==> src/rtl/cphy_mgmt_pkg.sv <==
package cphy_mgmt_pkg;

   localparam int REG_W = 8;

   // control fields, MSB first, so the bit positions follow the field order
   typedef struct packed {
      logic uplo;          // 7
      logic drop_err;      // 6
      logic cellerr_only;  // 5
      logic par_en;        // 4
      logic drop_idle;     // 3
      logic halt;          // 2
      logic byte_mode;     // 1
      logic irq_en;        // 0
   } ctl_t;

   localparam logic [REG_W-1:0] CTL_RESET = 8'h09;

   localparam int EVT_SHORT  = 0;
   localparam int EVT_BADSYM = 1;
   localparam int EVT_HEC    = 2;
   localparam int EVT_TXPAR  = 3;
   localparam int NUM_EVT    = 4;

   localparam logic [NUM_EVT-1:0] CELL_ERR_MASK = 4'b0111;

endpackage

==> src/rtl/cphy_ctl_reg.sv <==
module cphy_ctl_reg #(
   parameter int               W         = 8,
   parameter logic [W-1:0]     RESET_VAL = '0
) (
   input  logic         clk,
   input  logic         rst_n,
   input  logic         we,
   input  logic [W-1:0] wdata,
   output logic [W-1:0] q
);

   always_ff @(posedge clk or negedge rst_n) begin
      if (!rst_n)  q <= RESET_VAL;
      else if (we) q <= wdata;
   end

   p_write_lands_r1 : assert property (@(posedge clk) disable iff (!rst_n)
      we |=> (q == $past(wdata)));

   p_hold_r12 : assert property (@(posedge clk) disable iff (!rst_n)
      !we |=> $stable(q));

endmodule

==> src/rtl/cphy_sticky_bank.sv <==
module cphy_sticky_bank #(
   parameter int N = 4
) (
   input  logic         clk,
   input  logic         rst_n,
   input  logic [N-1:0] ev,
   input  logic         clr,
   output logic [N-1:0] sts
);

   generate
      for (genvar i = 0; i < N; i++) begin : g_bit
         logic bit_q;
         always_ff @(posedge clk or negedge rst_n) begin
            if (!rst_n)   bit_q <= 1'b0;
            else if (ev[i]) bit_q <= 1'b1;   // a set wins over a clear in the same cycle
            else if (clr) bit_q <= 1'b0;
         end
         assign sts[i] = bit_q;

         p_event_sets_r6 : assert property (@(posedge clk) disable iff (!rst_n)
            ev[i] |=> sts[i]);

         p_read_clears_r8 : assert property (@(posedge clk) disable iff (!rst_n)
            (clr && !ev[i]) |=> !sts[i]);

         p_sticky_holds_r8 : assert property (@(posedge clk) disable iff (!rst_n)
            (!clr && sts[i]) |=> sts[i]);
      end
   endgenerate

endmodule

==> src/rtl/cphy_irq_gen.sv <==
module cphy_irq_gen #(
   parameter int             N          = 4,
   parameter logic [N-1:0]   CELL_MASK  = '1,
   parameter bit             REGISTERED = 1'b0
) (
   input  logic         clk,
   input  logic         rst_n,
   input  logic         en,
   input  logic         cell_only,
   input  logic [N-1:0] sts,
   output logic         irq_n
);

   logic [N-1:0] qual;
   logic         req;

   always_comb begin
      qual = cell_only ? (sts & CELL_MASK) : sts;
      req  = en && (|qual);
   end

   generate
      if (REGISTERED) begin : g_reg
         logic irq_q;
         always_ff @(posedge clk or negedge rst_n) begin
            if (!rst_n) irq_q <= 1'b1;
            else        irq_q <= !req;
         end
         assign irq_n = irq_q;

         p_mask_reg_r9 : assert property (@(posedge clk) disable iff (!rst_n)
            !en |=> irq_n);
      end else begin : g_comb
         assign irq_n = !req;

         p_mask_r9 : assert property (@(posedge clk) disable iff (!rst_n)
            !en |-> irq_n);

         p_any_r10 : assert property (@(posedge clk) disable iff (!rst_n)
            (en && !cell_only && (sts != '0)) |-> !irq_n);

         p_cell_only_r11 : assert property (@(posedge clk) disable iff (!rst_n)
            (en && cell_only && ((sts & CELL_MASK) == '0)) |-> irq_n);
      end
   endgenerate

endmodule

==> src/rtl/cphy_mgmt.sv <==
module cphy_mgmt
   import cphy_mgmt_pkg::*;
#(
   parameter int  ADDR_W       = 8,
   parameter int  DATA_W       = 8,
   parameter int  CTL_ADDR     = 0,
   parameter int  STS_ADDR     = 1,
   parameter bit  IRQ_REGISTER = 1'b0
) (
   input  logic              clk,
   input  logic              rst_n,
   input  logic [ADDR_W-1:0] bus_addr,
   input  logic              bus_cs,
   input  logic              bus_rd,
   input  logic              bus_wr,
   input  logic [DATA_W-1:0] bus_wdata,
   output logic [DATA_W-1:0] bus_rdata,
   input  logic              ev_short_cell,
   input  logic              ev_bad_symbol,
   input  logic              ev_hec_err,
   input  logic              ev_tx_parity,
   input  logic              tx_line_p_i,
   input  logic              tx_line_n_i,
   output logic              tx_line_p,
   output logic              tx_line_n,
   output logic              user_out_n,
   output logic              byte_mode,
   output logic              tx_parity_chk_en,
   output logic              rx_drop_err_cells,
   output logic              rx_drop_idle_cells,
   output logic              irq_n
);

   localparam logic [ADDR_W-1:0] A_CTL = ADDR_W'(CTL_ADDR);
   localparam logic [ADDR_W-1:0] A_STS = ADDR_W'(STS_ADDR);
   localparam int                PAD_W = DATA_W - NUM_EVT;

   generate
      if (DATA_W != REG_W) begin : g_bad_width
         $error("cphy_mgmt: DATA_W must equal the register width");
      end
      if (CTL_ADDR == STS_ADDR) begin : g_bad_map
         $error("cphy_mgmt: register addresses overlap");
      end
      if (CTL_ADDR >= (1 << ADDR_W) || STS_ADDR >= (1 << ADDR_W)) begin : g_bad_addr
         $error("cphy_mgmt: register address out of range");
      end
   endgenerate

   // decode
   logic hit_ctl, hit_sts, rd_acc, wr_acc;
   always_comb begin
      hit_ctl = (bus_addr == A_CTL);
      hit_sts = (bus_addr == A_STS);
      rd_acc  = bus_cs && bus_rd;
      wr_acc  = bus_cs && bus_wr;
   end

   // control register
   logic [DATA_W-1:0] ctl_raw;
   ctl_t              ctl;

   cphy_ctl_reg #(.W(DATA_W), .RESET_VAL(CTL_RESET)) i_ctl (
      .clk   (clk),
      .rst_n (rst_n),
      .we    (wr_acc && hit_ctl),
      .wdata (bus_wdata),
      .q     (ctl_raw)
   );
   assign ctl = ctl_t'(ctl_raw);

   // sticky status
   logic [NUM_EVT-1:0] ev_vec, sts;
   always_comb begin
      ev_vec             = '0;
      ev_vec[EVT_SHORT]  = ev_short_cell;
      ev_vec[EVT_BADSYM] = ev_bad_symbol;
      ev_vec[EVT_HEC]    = ev_hec_err;
      ev_vec[EVT_TXPAR]  = ev_tx_parity && ctl.par_en;
   end

   cphy_sticky_bank #(.N(NUM_EVT)) i_sts (
      .clk   (clk),
      .rst_n (rst_n),
      .ev    (ev_vec),
      .clr   (rd_acc && hit_sts),
      .sts   (sts)
   );

   // interrupt
   cphy_irq_gen #(.N(NUM_EVT), .CELL_MASK(CELL_ERR_MASK), .REGISTERED(IRQ_REGISTER)) i_irq (
      .clk       (clk),
      .rst_n     (rst_n),
      .en        (ctl.irq_en),
      .cell_only (ctl.cellerr_only),
      .sts       (sts),
      .irq_n     (irq_n)
   );

   // read data
   logic [DATA_W-1:0] rd_mux;
   always_comb begin
      rd_mux = '0;
      if (hit_ctl)      rd_mux = ctl_raw;
      else if (hit_sts) rd_mux = {{PAD_W{1'b0}}, sts};
   end

   always_ff @(posedge clk or negedge rst_n) begin
      if (!rst_n)      bus_rdata <= '0;
      else if (rd_acc) bus_rdata <= rd_mux;
      else             bus_rdata <= '0;
   end

   // line-side pins
   always_comb begin
      user_out_n         = !ctl.uplo;
      byte_mode          = ctl.byte_mode;
      tx_parity_chk_en   = ctl.par_en;
      rx_drop_err_cells  = ctl.drop_err;
      rx_drop_idle_cells = ctl.drop_idle;
      tx_line_p          = tx_line_p_i && !ctl.halt;
      tx_line_n          = tx_line_n_i && !ctl.halt;
   end

   p_halt_low_r5 : assert property (@(posedge clk) disable iff (!rst_n)
      (bus_rdata == bus_rdata) && ctl.halt |-> (!tx_line_p && !tx_line_n));

   p_unmapped_zero_r12 : assert property (@(posedge clk) disable iff (!rst_n)
      (rd_acc && !hit_ctl && !hit_sts) |=> (bus_rdata == '0));

   p_idle_bus_r13 : assert property (@(posedge clk) disable iff (!rst_n)
      !rd_acc |=> (bus_rdata == '0));

endmodule

==> config.mk <==
export PLATFORM = sky130hd
export DESIGN_NAME = cphy_mgmt
export DESIGN_NICKNAME = d
export VERILOG_FILES = /design/src/rtl/cphy_mgmt_pkg.sv /design/src/rtl/cphy_ctl_reg.sv /design/src/rtl/cphy_sticky_bank.sv /design/src/rtl/cphy_irq_gen.sv /design/src/rtl/cphy_mgmt.sv
export SDC_FILE = /design/constraint.sdc
export NUM_CORES = 1
export LEC_CHECK = 0
export BUFFER_PORTS_ARGS = -buffer_cell sky130_fd_sc_hd__buf_2
export CORE_AREA = 5 5 49 51
export CTS_BUF_LIST = sky130_fd_sc_hd__clkbuf_4 sky130_fd_sc_hd__clkbuf_8 sky130_fd_sc_hd__clkbuf_16
export CTS_CLUSTER_DIAMETER = 50
export DETAILED_ROUTE_END_ITERATION = 10
export DIE_AREA = 0 0 54 56
export HOLD_SLACK_MARGIN = 0.05
export MAX_ROUTING_LAYER = met4
export PLACE_DENSITY = 0.89
export SYNTH_ARGS = -nofsm -noshare
export SYNTH_HDL_FRONTEND = slang
export SYNTH_SLANG_ARGS = --single-unit
==> constraint.sdc <==
create_clock -name clk -period 2.1 [get_ports clk]
set_input_delay 0.21 -clock clk [delete_from_list [all_inputs] [get_ports clk]]
set_output_delay 0.21 -clock clk [all_outputs]
set_load 0.01 [all_outputs]
After elaboration in Yosys (flattened, before gate mapping)
Index checks and enable logic that the tools add are counted.
{ "op_classes": {"eq_ne": 1, "muxes": 9, "n_reduce_logical": 17} }
{ "op_table": {"columns": ["cell", "count"], "rows": [
  ["2-to-1 mux 8 bit", 2],
  ["== test 8 x 1 -> 1 bit (second input constant)", 1],
  ["logical AND 1 bit", 8],
  ["logical NOT 8 bit", 1],
  ["2-to-1 mux 4 bit", 2],
  ["nonzero test 2 bit", 4],
  ["2-to-1 mux 1 bit", 5],
  ["OR reduction 4 bit", 1],
  ["logical NOT 1 bit", 3]
]} }
{ "totals": {"ff_bits": 20, "input_bits": 27, "output_inout_bits": 16, "elab_cells": 33} }

Longest topological paths before layout
Gate-level depths: netlist (run 1).
{ "depth": {"ltp_word": 4, "ltp_mapped": 3, "depth_no_buf": 3} }

Hierarchy
From an unflattened synthesis (run 1), not the netlist that was laid out.
{ "hier_totals": {"hier_cells": 70, "hier_area_um2": 920.9} }
{ "modules_own_cells": {"columns": ["mod", "instances", "cells_per_inst", "area_per_inst_um2", "seq_area_each_um2"], "rows": [
  ["cphy_mgmt", 1, 38, 400.4, 200.2],
  ["cphy_ctl_reg", 1, 17, 334.1, 202.7],
  ["cphy_sticky_bank", 1, 13, 163.9, 100.1],
  ["cphy_irq_gen", 1, 2, 22.5, 0.0]
]} }

Worst setup path before layout (run 1)
No wires, ideal clock.
{ "synth_path": {"path_type": "in2reg", "start": "in bus_addr[1]", "end": "reg i_ctl.q[5]", "arrival_time_ns": 1.098, "setup_slack_ns": 0.877, "path_stages": 3, "n_path_buf": 0, "cell_sequence": "nor4b_4 -> nand4b_4 -> mux2_4"} }
{ "synth_between": {"elab_chain_cells": 2} }
{ "synth_rtl": {"columns": ["element", "line_no", "text"], "rows": [
  ["from (decl)", "cphy_mgmt.sv:12", "input logic [ADDR_W-1:0] bus_addr,"],
  ["logical NOT 8 bit", "cphy_mgmt.sv:53", "hit_ctl = (bus_addr == A_CTL);"],
  ["logical AND 1 bit", "cphy_mgmt.sv:66", ".we (wr_acc && hit_ctl),"],
  ["to (signal assigned)", "cphy_ctl_reg.sv:14", "else if (we) q <= wdata;"],
  ["to (decl)", "cphy_ctl_reg.sv:9", "output logic [W-1:0] q"]
]} }
Every way passes these cells.
A chain may end at the register's enable or synchronous reset.

Final worst setup path (run 1)
{ "layout_path": {"start": "reg i_sts.g_bit[3].bit_q", "end": "out irq_n"} }
{ "layout_between": {"elab_chain_cells": 4} }
{ "layout_rtl": {"columns": ["element", "line_no", "text"], "rows": [
  ["from (decl)", "cphy_sticky_bank.sv:13", "logic bit_q;"],
  ["from (signal assigned)", "cphy_sticky_bank.sv:15", "if (!rst_n) bit_q <= 1'b0;"],
  ["from (signal assigned)", "cphy_sticky_bank.sv:16", "else if (ev[i]) bit_q <= 1'b1;"],
  ["from (signal assigned)", "cphy_sticky_bank.sv:17", "else if (clr) bit_q <= 1'b0;"],
  ["2-to-1 mux 4 bit", "cphy_irq_gen.sv:18", "qual = cell_only ? (sts & CELL_MASK) : sts;"],
  ["OR reduction 4 bit", "cphy_irq_gen.sv:19", "req = en && (|qual);"],
  ["logical AND 1 bit", "cphy_irq_gen.sv:19", null],
  ["logical NOT 1 bit", "cphy_irq_gen.sv:34", "assign irq_n = !req;"],
  ["to (decl)", "cphy_mgmt.sv:31", "output logic irq_n"]
]} }
Every way passes these cells.

==> results of run 1 <==
per-stage QoR:
stage / util, % / std cells / cell area (sq um)
2_1_floorplan: - / 56 / 837
3_3_place_gp: 56.6 / 124 / 1080
3_5_place_dp: 56.6 / 124 / 1080
4_1_cts: 59.1 / 129 / 1120
5_1_grt: 59.1 / 129 / 1120
6_report: 59.1 / 129 / 1120
routing by layer:
metal  wire (microns)  up-vias  global-route usage [%]
met4               51        0                    7.47
met5                0        -                       -
met1              635      302                    14.8
met2             1000       25                    23.0
met3              137        5                    1.88
li1                 -      292                       -
cell type report:
| class | count | area [sq um] |
|---|---|---|
| fillers | 156 | 778 |
| flip-flops and latches | 20 | 503 |
| multi-input cells | 34 | 327 |
| repair buffers | 43 | 220 |
| clock buffers | 4 | 36.3 |
| well taps | 27 | 33.8 |
| inverters | 1 | 3.75 |
placed cells by master (no fill, tap or decap), types with 2 or more instances in the layout:
| cell type | n |
|---|---|
| sky130_fd_sc_hd__and2_1 | 4 |
| sky130_fd_sc_hd__clkbuf_4 | 3 |
| sky130_fd_sc_hd__nor2b_1 | 3 |
| sky130_fd_sc_hd__buf_2 | 42 |
| sky130_fd_sc_hd__dfstp_2 | 2 |
| sky130_fd_sc_hd__mux2_4 | 2 |
| sky130_fd_sc_hd__dfrtp_1 | 18 |
| sky130_fd_sc_hd__mux2i_1 | 4 |
| sky130_fd_sc_hd__mux2_2 | 6 |
| sky130_fd_sc_hd__a21o_1 | 3 |
| sky130_fd_sc_hd__nor2_1 | 4 |
cell families (layout without fill, tap and decap cells):
kind of cell	Yosys count	count (layout)	share of synthesized area [%]
AOI/OAI and AO/OA	5	5	4.78
and+or+nand+nor	17	17	17.8
muxes	12	12	16.4
DFF	20	20	60.1
buffers and inverters	2	48	0.896
how the worst min path moves through the flow:
stage                           end
2_1_floorplan          bus_rdata[0]
3_3_place_gp   i_sts.g_bit[2].bit_q
3_5_place_dp           bus_rdata[2]
4_1_cts        i_sts.g_bit[2].bit_q
5_1_grt        i_sts.g_bit[1].bit_q
6_report       i_sts.g_bit[1].bit_q
worst max-delay path, delay by kind of cell, from the launching register on:
kind	cells	cell delay, ns
DFF	1	0.40
AOI/OAI and AO/OA	1	0.25
buffers and inverters	1	0.19
and+or+nand+nor	1	0.14
registers in the layout, summed over array words and instances, names as in the netlist:
name,flops
bus_rdata,8
i_sts.g_bit.bit_q,4
i_ctl.q,8
where the power goes:
part	leakage (nW)	switching, mW	internal (mW)
clock	0.0210	0.116	0.106
sequential	0.255	0.00671	0.395
combinational	0.354	0.0341	0.0406
total	0.630	0.156	0.542
what timing repair did:
action                                  CTS  global route
endpoints found under the setup margin    0             0
hold buffers                              1             0
endpoints found under the hold margin    18             0
resized for setup                         0             0
==> results, run 1 <==
- The die is 56 microns tall.
- The clock period minus worst slack is 1.49 ns.
- The largest single stage delay on the critical path is 0.40 ns.
- The net count of the mapped netlist is 83.
- The run finished with clean final reports.
- In this run the number of H-tree levels came out at 1.
- For this block, the initial DRC count from the detailed router was 10.
- The worst register-to-register path has a setup slack of 1.31 ns.
- The full die area is 3020 sq um.
- The clock latency at the later pin of the worst-skew pair is 0.30 ns.
- Synthesis handed over a netlist of 56 instances.
- The pin count of the biggest net entering global routing is 21.
- The type of element launching the critical path is a flop.
- The destination of the worst register-to-register timing path is i_ctl.q[4].
- The number of max-slew violations in the final report is 0.
- The share of synthesized flip-flops with an asynchronous set or reset is 100%.
- The count of state elements after synthesis is 20.
- The smallest hold slack is 0.0858 ns.
- The cell type with the highest aggregate area in the netlist is sky130_fd_sc_hd__dfrtp_1.
- The worst hold path passes through 2 cells.
- After clock tree synthesis, the clock-pin slew on the worst setup and hold paths is 0.11 ns.
- The transition time of the tightest slew-check pin is 0.428 ns.
- The sequential element share of the synthesized area is 60.1%.
- Before antenna repair, the detailed router went through 4 iterations.
- The post-layout net count is 130.
- The signal on the critical path passes through nor2b_1 -> o41ai_1 -> buf_2.
- The synthesized area per cell is 14.9 sq um.
- The path class of the tightest hold or removal check is input pin to flop.
- At the worst endpoint, the arrival time is 1.28 ns.
- In this run the power density over the cells is 621 nW/um^2.
- The number of global-route vias before repair came to 627.
- The data required time at the worst endpoint is 1.89 ns.
- The horizontal die dimension is 54 microns.
- The via density per instance is 4.84.
- The placer's final routability congestion estimate is 0.796.
- Pin placement for this block handled 43 I/O pins.
- The first-pass GRT wire length is 2950 microns.
- The origin of the critical flop-to-flop path is i_ctl.q[4].
- The core area is 1900 sq um.
- The warning count from the yosys run is 0.
- The count of final hold-check violations is 0.
- The total number of clock tree sinks is 20.
- The tool flagged a number of max-cap violations equal to 0.
- The buffer levels on the longest clock path is 2.
- Buffers placed on the I/O ports in this run total 42.
- Setup violations remaining at the end of the flow were counted as 0.
- In this run the worst path has a maximum fanout of 3.
- TritonCTS built the clock tree.
- Relative to the synthesized area, the layout overhead comes to 34.2%.
- Setup repair after global routing left no endpoint under its margin.
- The overall via count from detail_route is 624.
- The detail route stage leaves a number of antenna-violating nets equal to 0.
- The number of antenna diodes in the final layout is 0.
- In this run the worst setup path terminates at irq_n.
- The most common cell in the synthesized netlist is sky130_fd_sc_hd__dfrtp_1.
- The number of antenna violations at the first check in global routing was 0.
- For this run, the leading register cell type out of synthesis is sky130_fd_sc_hd__dfrtp_1.
- The relative slew slack is 71.4%.
- The power consumption is 0.698 mW.
- In this run the worst setup path begins at i_sts.g_bit[3].bit_q.
- The sum of routed wire length over all layers is 1830 microns.
- The summed negative setup slack over all endpoints is 0 ns.
- Yosys mapped a number of flops with a built-in enable equal to 0.
- The total track usage is 13.6%.
- The worst setup path is captured at an output pin.
- Global routing finished with a remaining overflow of 0.
- The number of rows in the core area is 16.
- By area the synthesized netlist is led by sky130_fd_sc_hd__dfrtp_1 (54%), sky130_fd_sc_hd__mux2_2 (8.1%), sky130_fd_sc_hd__dfstp_2 (6.3%).
- The depth of the most critical reg-to-reg path is 1.
- The buffer type at the clock tree root is sky130_fd_sc_hd__clkbuf_4.
- The achievable clock frequency is 0.670 GHz.
- The share of final-layout standard cells stronger than drive strength 1 is 57.8%.
- The final clock period utilization by the worst path is 71.1%.
- The cell area that synthesis handed to floorplanning was 837 sq um.
- The critical path is of the flop to output pin type.
- The slowest stage of the critical path belongs to the cell sky130_fd_sc_hd__dfrtp_1.
- By count the netlist is led by sky130_fd_sc_hd__dfrtp_1 (18), sky130_fd_sc_hd__mux2_2 (6), sky130_fd_sc_hd__and2_1 (4), sky130_fd_sc_hd__mux2i_1 (4), sky130_fd_sc_hd__nor2_1 (4).
- The top cell type by area accounts for 53.8% of the synthesized area.
- Counting distinct cell types in the post-synthesis netlist gives 19.
- The setup slack at placement is 0.668 ns.
- The starting density of the core is 44.0%.
- The clock buffer count from CTS is 3.
- The analysis attributes to cell leakage a power of 0.630 nW.
- Buffers added to address setup during post-CTS repair amount to 0.
- Dividing the detail-routed wire length by the instance count gives 14.1 microns.
- In this run the most critical hold path is launched from ev_bad_symbol.
- The final routed DRC violation total is 0.
- The slack of the critical path is 0.607 ns.
- VDD sags by at most 244 uV.
- The post-route clock skew is 0.000748 ns.
Note: power is estimated with default switching activity, not from simulation.
==> run 2, diff against run 1 <==
Settings changed: CORE_AREA 5 5 49 51 to 5 5 43 63, DIE_AREA 0 0 54 56 to 0 0 48 68, PLACE_DENSITY 0.89 to 0.83.
Clock period 2.1 ns to 1.4 ns, I/O delays scaled along.
==> run 2 against run 1 <==
  * Clock-buffer cell count unchanged
  * Non-clock buffer count increased by 6
  * Combinational power increased by 93%
  * Highest routed layer unchanged
  * Via count increased by 0.32%
  * Die area increased by 7.9%
  * Routed wire length increased by 1.5%
  * Global-route usage decreased by 0.91 points
  * Sequential power increased by 50%
  * Sequential cell count unchanged
  * Register-to-register slack got worse by 0.85 ns
  * Clock skew increased by 0.0011 ns
==> results, run 2 (same netlist as run 1, synthesis figures left out) <==
- The first global-routing pass estimated 2840 microns of wire.
- The clock edge transition at the registers on the reported setup and hold paths is 0.11 ns.
- After detailed routing, the number of remaining DRC violations is 0.
- The data required time at the worst endpoint is 1.26 ns.
- The total area inside the core boundary comes to 2150 sq um.
- The die covers 3260 sq um.
- The number of max-slew violations in the final report is 0.
- From synthesis to final layout, the design area changed by 40.8%.
- The post-layout net count is 136.
- On the critical path, the stage with the largest delay is an instance of sky130_fd_sc_hd__dfrtp_1.
- The origin of the worst min-delay path is bus_wdata[1].
- The share of final-layout standard cells stronger than drive strength 1 is 58.3%.
- The number of buffer and inverter instances along the worst setup path is 1.
- In this run the deepest clock path goes through 2 buffers.
- The final clock period utilization by the worst path is 98.7%.
- The count of final hold-check violations is 0.
- The worst-case vdd ir drop is 374 uV.
- Setup repair after global routing could not meet its margin everywhere.
- The tool flagged a number of max-cap violations equal to 0.
- The overall via count from detail_route is 626.
- The horizontal die dimension is 48 microns.
- Once placement completed, the tool counted placed cells totaling 120.
- The die is 68 microns tall.
- For this configuration, the core starts out at a cell density of 38.9%.
- Routability-driven placement finished with a final weighted congestion of 0.676.
- The non-filler instance count after layout is 131.
- The via density per instance is 4.78.
- Wires add up to 1850 microns.
- TritonCTS built the clock tree.
- Summed over all layers, the global routing overflow is 0.
- Clock skew on the completed layout was measured at 0.00184 ns.
- The transition time of the tightest slew-check pin is 0.431 ns.
- Leaving out fill and tap cells, the most frequent cells in the layout are sky130_fd_sc_hd__buf_2 (42), sky130_fd_sc_hd__dfrtp_1 (18), sky130_fd_sc_hd__mux2_2 (6).
- The number of global-route vias before repair is 680.
- The number of antenna violations at the first check in global routing was 0.
- 43 I/O pins were placed.
- The detailed router's first-iteration violation count is 12.
- The relative slew slack is 71.3%.
- The worst setup path is launched from a flop.
- The reported leakage power is 0.658 nW.
- The average detailed-routed wire length per instance is 14.1 microns.
- Entering global routing, the biggest net connects 21 pins.
- The core utilization of the finished layout is 54.7%.
- The kind of cell adding the most delay to the critical path is flip-flops.
- The filler cells instantiated in the layout total 181.
- The flow ran to the end, and the final reports show no timing, DRC or antenna violations.
- For this run, the top clock speed supported by timing is 0.724 GHz.
- Summed over all nets, the half-perimeter wirelength after detailed placement is 1500 microns.
- The origin of the critical flop-to-flop path is i_sts.g_bit[3].bit_q.
- The path type of the worst min-delay path is input pin to flop.
- The data arrival time of the worst path is 1.24 ns.
- The number of rows in the core area is 21.
- The type of the setup path with the least slack is flop to output pin.
- The maximum fanout along the worst path is 2.
- The total power per unit cell area is 911 nW/um^2.
- Counting every sink on the clock net gives 20.
- The detail route stage leaves a number of antenna-violating nets equal to 0.
- CTS built an H-tree with a depth of 1.
- In this run the worst setup path begins at i_sts.g_bit[3].bit_q.
- The largest stage delay on the critical path is 0.40 ns.
- The most frequent standard cell in the layout excluding fill and tap cells is sky130_fd_sc_hd__buf_2.
- The largest registers in the layout are bus_rdata (8), i_ctl.q (8), i_sts.g_bit.bit_q (4).
- The number of port buffers is 42.
- Setup violations remaining at the end of the flow were counted as 0.
- The clock period minus worst slack is 1.38 ns.
- The tree is rooted in a sky130_fd_sc_hd__clkbuf_4.
- The worst setup path is captured at an output pin.
- The number of antenna diodes in the final layout is 0.
- The clock reaches the later pin of the worst-skew pair after 0.30 ns.
- Across every metal layer, demand over resource in global routing totals 12.7%.
- The first TritonRoute pass finished after 4 iterations.
- Walking the worst path, the cells encountered are nor2b_1 -> o41ai_2 -> buf_2.
- The clock buffer count from CTS is 3.
==> run 2: final timing paths <==
| check | endpoint | slack, ns | cells after the start |
|---|---|---|---|
| worst min register to register | bus_rdata[7] | 0.51 | 1 |
| worst min-delay path | i_ctl.q[1] | 0.06 | 2 |
| worst max-delay path | irq_n | 0.02 | 3 |
| min in group asynchronous | bus_rdata[7] | 0.32 | 2 |
| max in group asynchronous | i_ctl.q[3] | 0.75 | 2 |
| worst max register to register | i_sts.g_bit[3].bit_q | 0.46 | 3 |
==> run 2: where the power goes <==
group / internal, mW / switching [mW] / total (mW)
logic: 0.0849 / 0.0591 / 0.144
registers: 0.593 / 0.0103 / 0.603
clock network: 0.159 / 0.168 / 0.327
==> run 2: through the flow <==
| step | power, mW | instance area (sq um) | worst slack (ns) | hold slack [ns] | setup TNS [ns] |
|---|---|---|---|---|---|
| 2_1_floorplan | 0.658 | 837 | 0.247 | -0.156 | 0 |
| 3_3_place_gp | 0.724 | 1070 | 0.0729 | 0.0918 | 0 |
| 3_5_place_dp | 0.727 | 1070 | 0.0363 | 0.102 | 0 |
| 4_1_cts | 1.08 | 1170 | 0.000825 | 0.0558 | 0 |
| 5_1_grt | 1.12 | 1180 | -0.0131 | 0.0524 | -0.0131 |
| 6_report | 1.07 | 1180 | 0.0183 | 0.0626 | 0 |
==> run 2: what timing repair did <==
action | 4_1_cts | 5_1_grt
hold endpoints to repair | 21 | 0
setup buffers | 2 | 1
resized for setup | 1 | 0
setup endpoints to repair | 1 | 1
hold buffers | 4 | 0
==> run 2: cell type report <==
type                            count  area [sq um]  share of cell area [%]
Sequential cell                    20           503                    42.7
Tap cell                           23          28.8                    2.44
Timing Repair Buffer               49           273                    23.1
Inverter                            1          3.75                   0.318
Clock buffer                        4          36.3                    3.08
Multi-Input combinational cell     34           334                    28.3
==> run 2: metal layers <==
layer | wire length (microns) | GRT usage (%) | share of wire, % | vias to the layer above
met5 | 0 | - | 0 | -
met4 | 46 | 7.07 | 2.5 | 0
met3 | 128 | 0.789 | 6.9 | 5
met2 | 1010 | 22.8 | 54 | 27
met1 | 671 | 12.9 | 36 | 292
li1 | - | - | - | 302
==> run 2: worst reg2reg max path: cells and delay by family (launching register included) <==
kind | cells | cell delay [ns]
buffers and inverters | 2 | 0.25
DFF | 1 | 0.40
AOI/OAI and AO/OA | 1 | 0.19
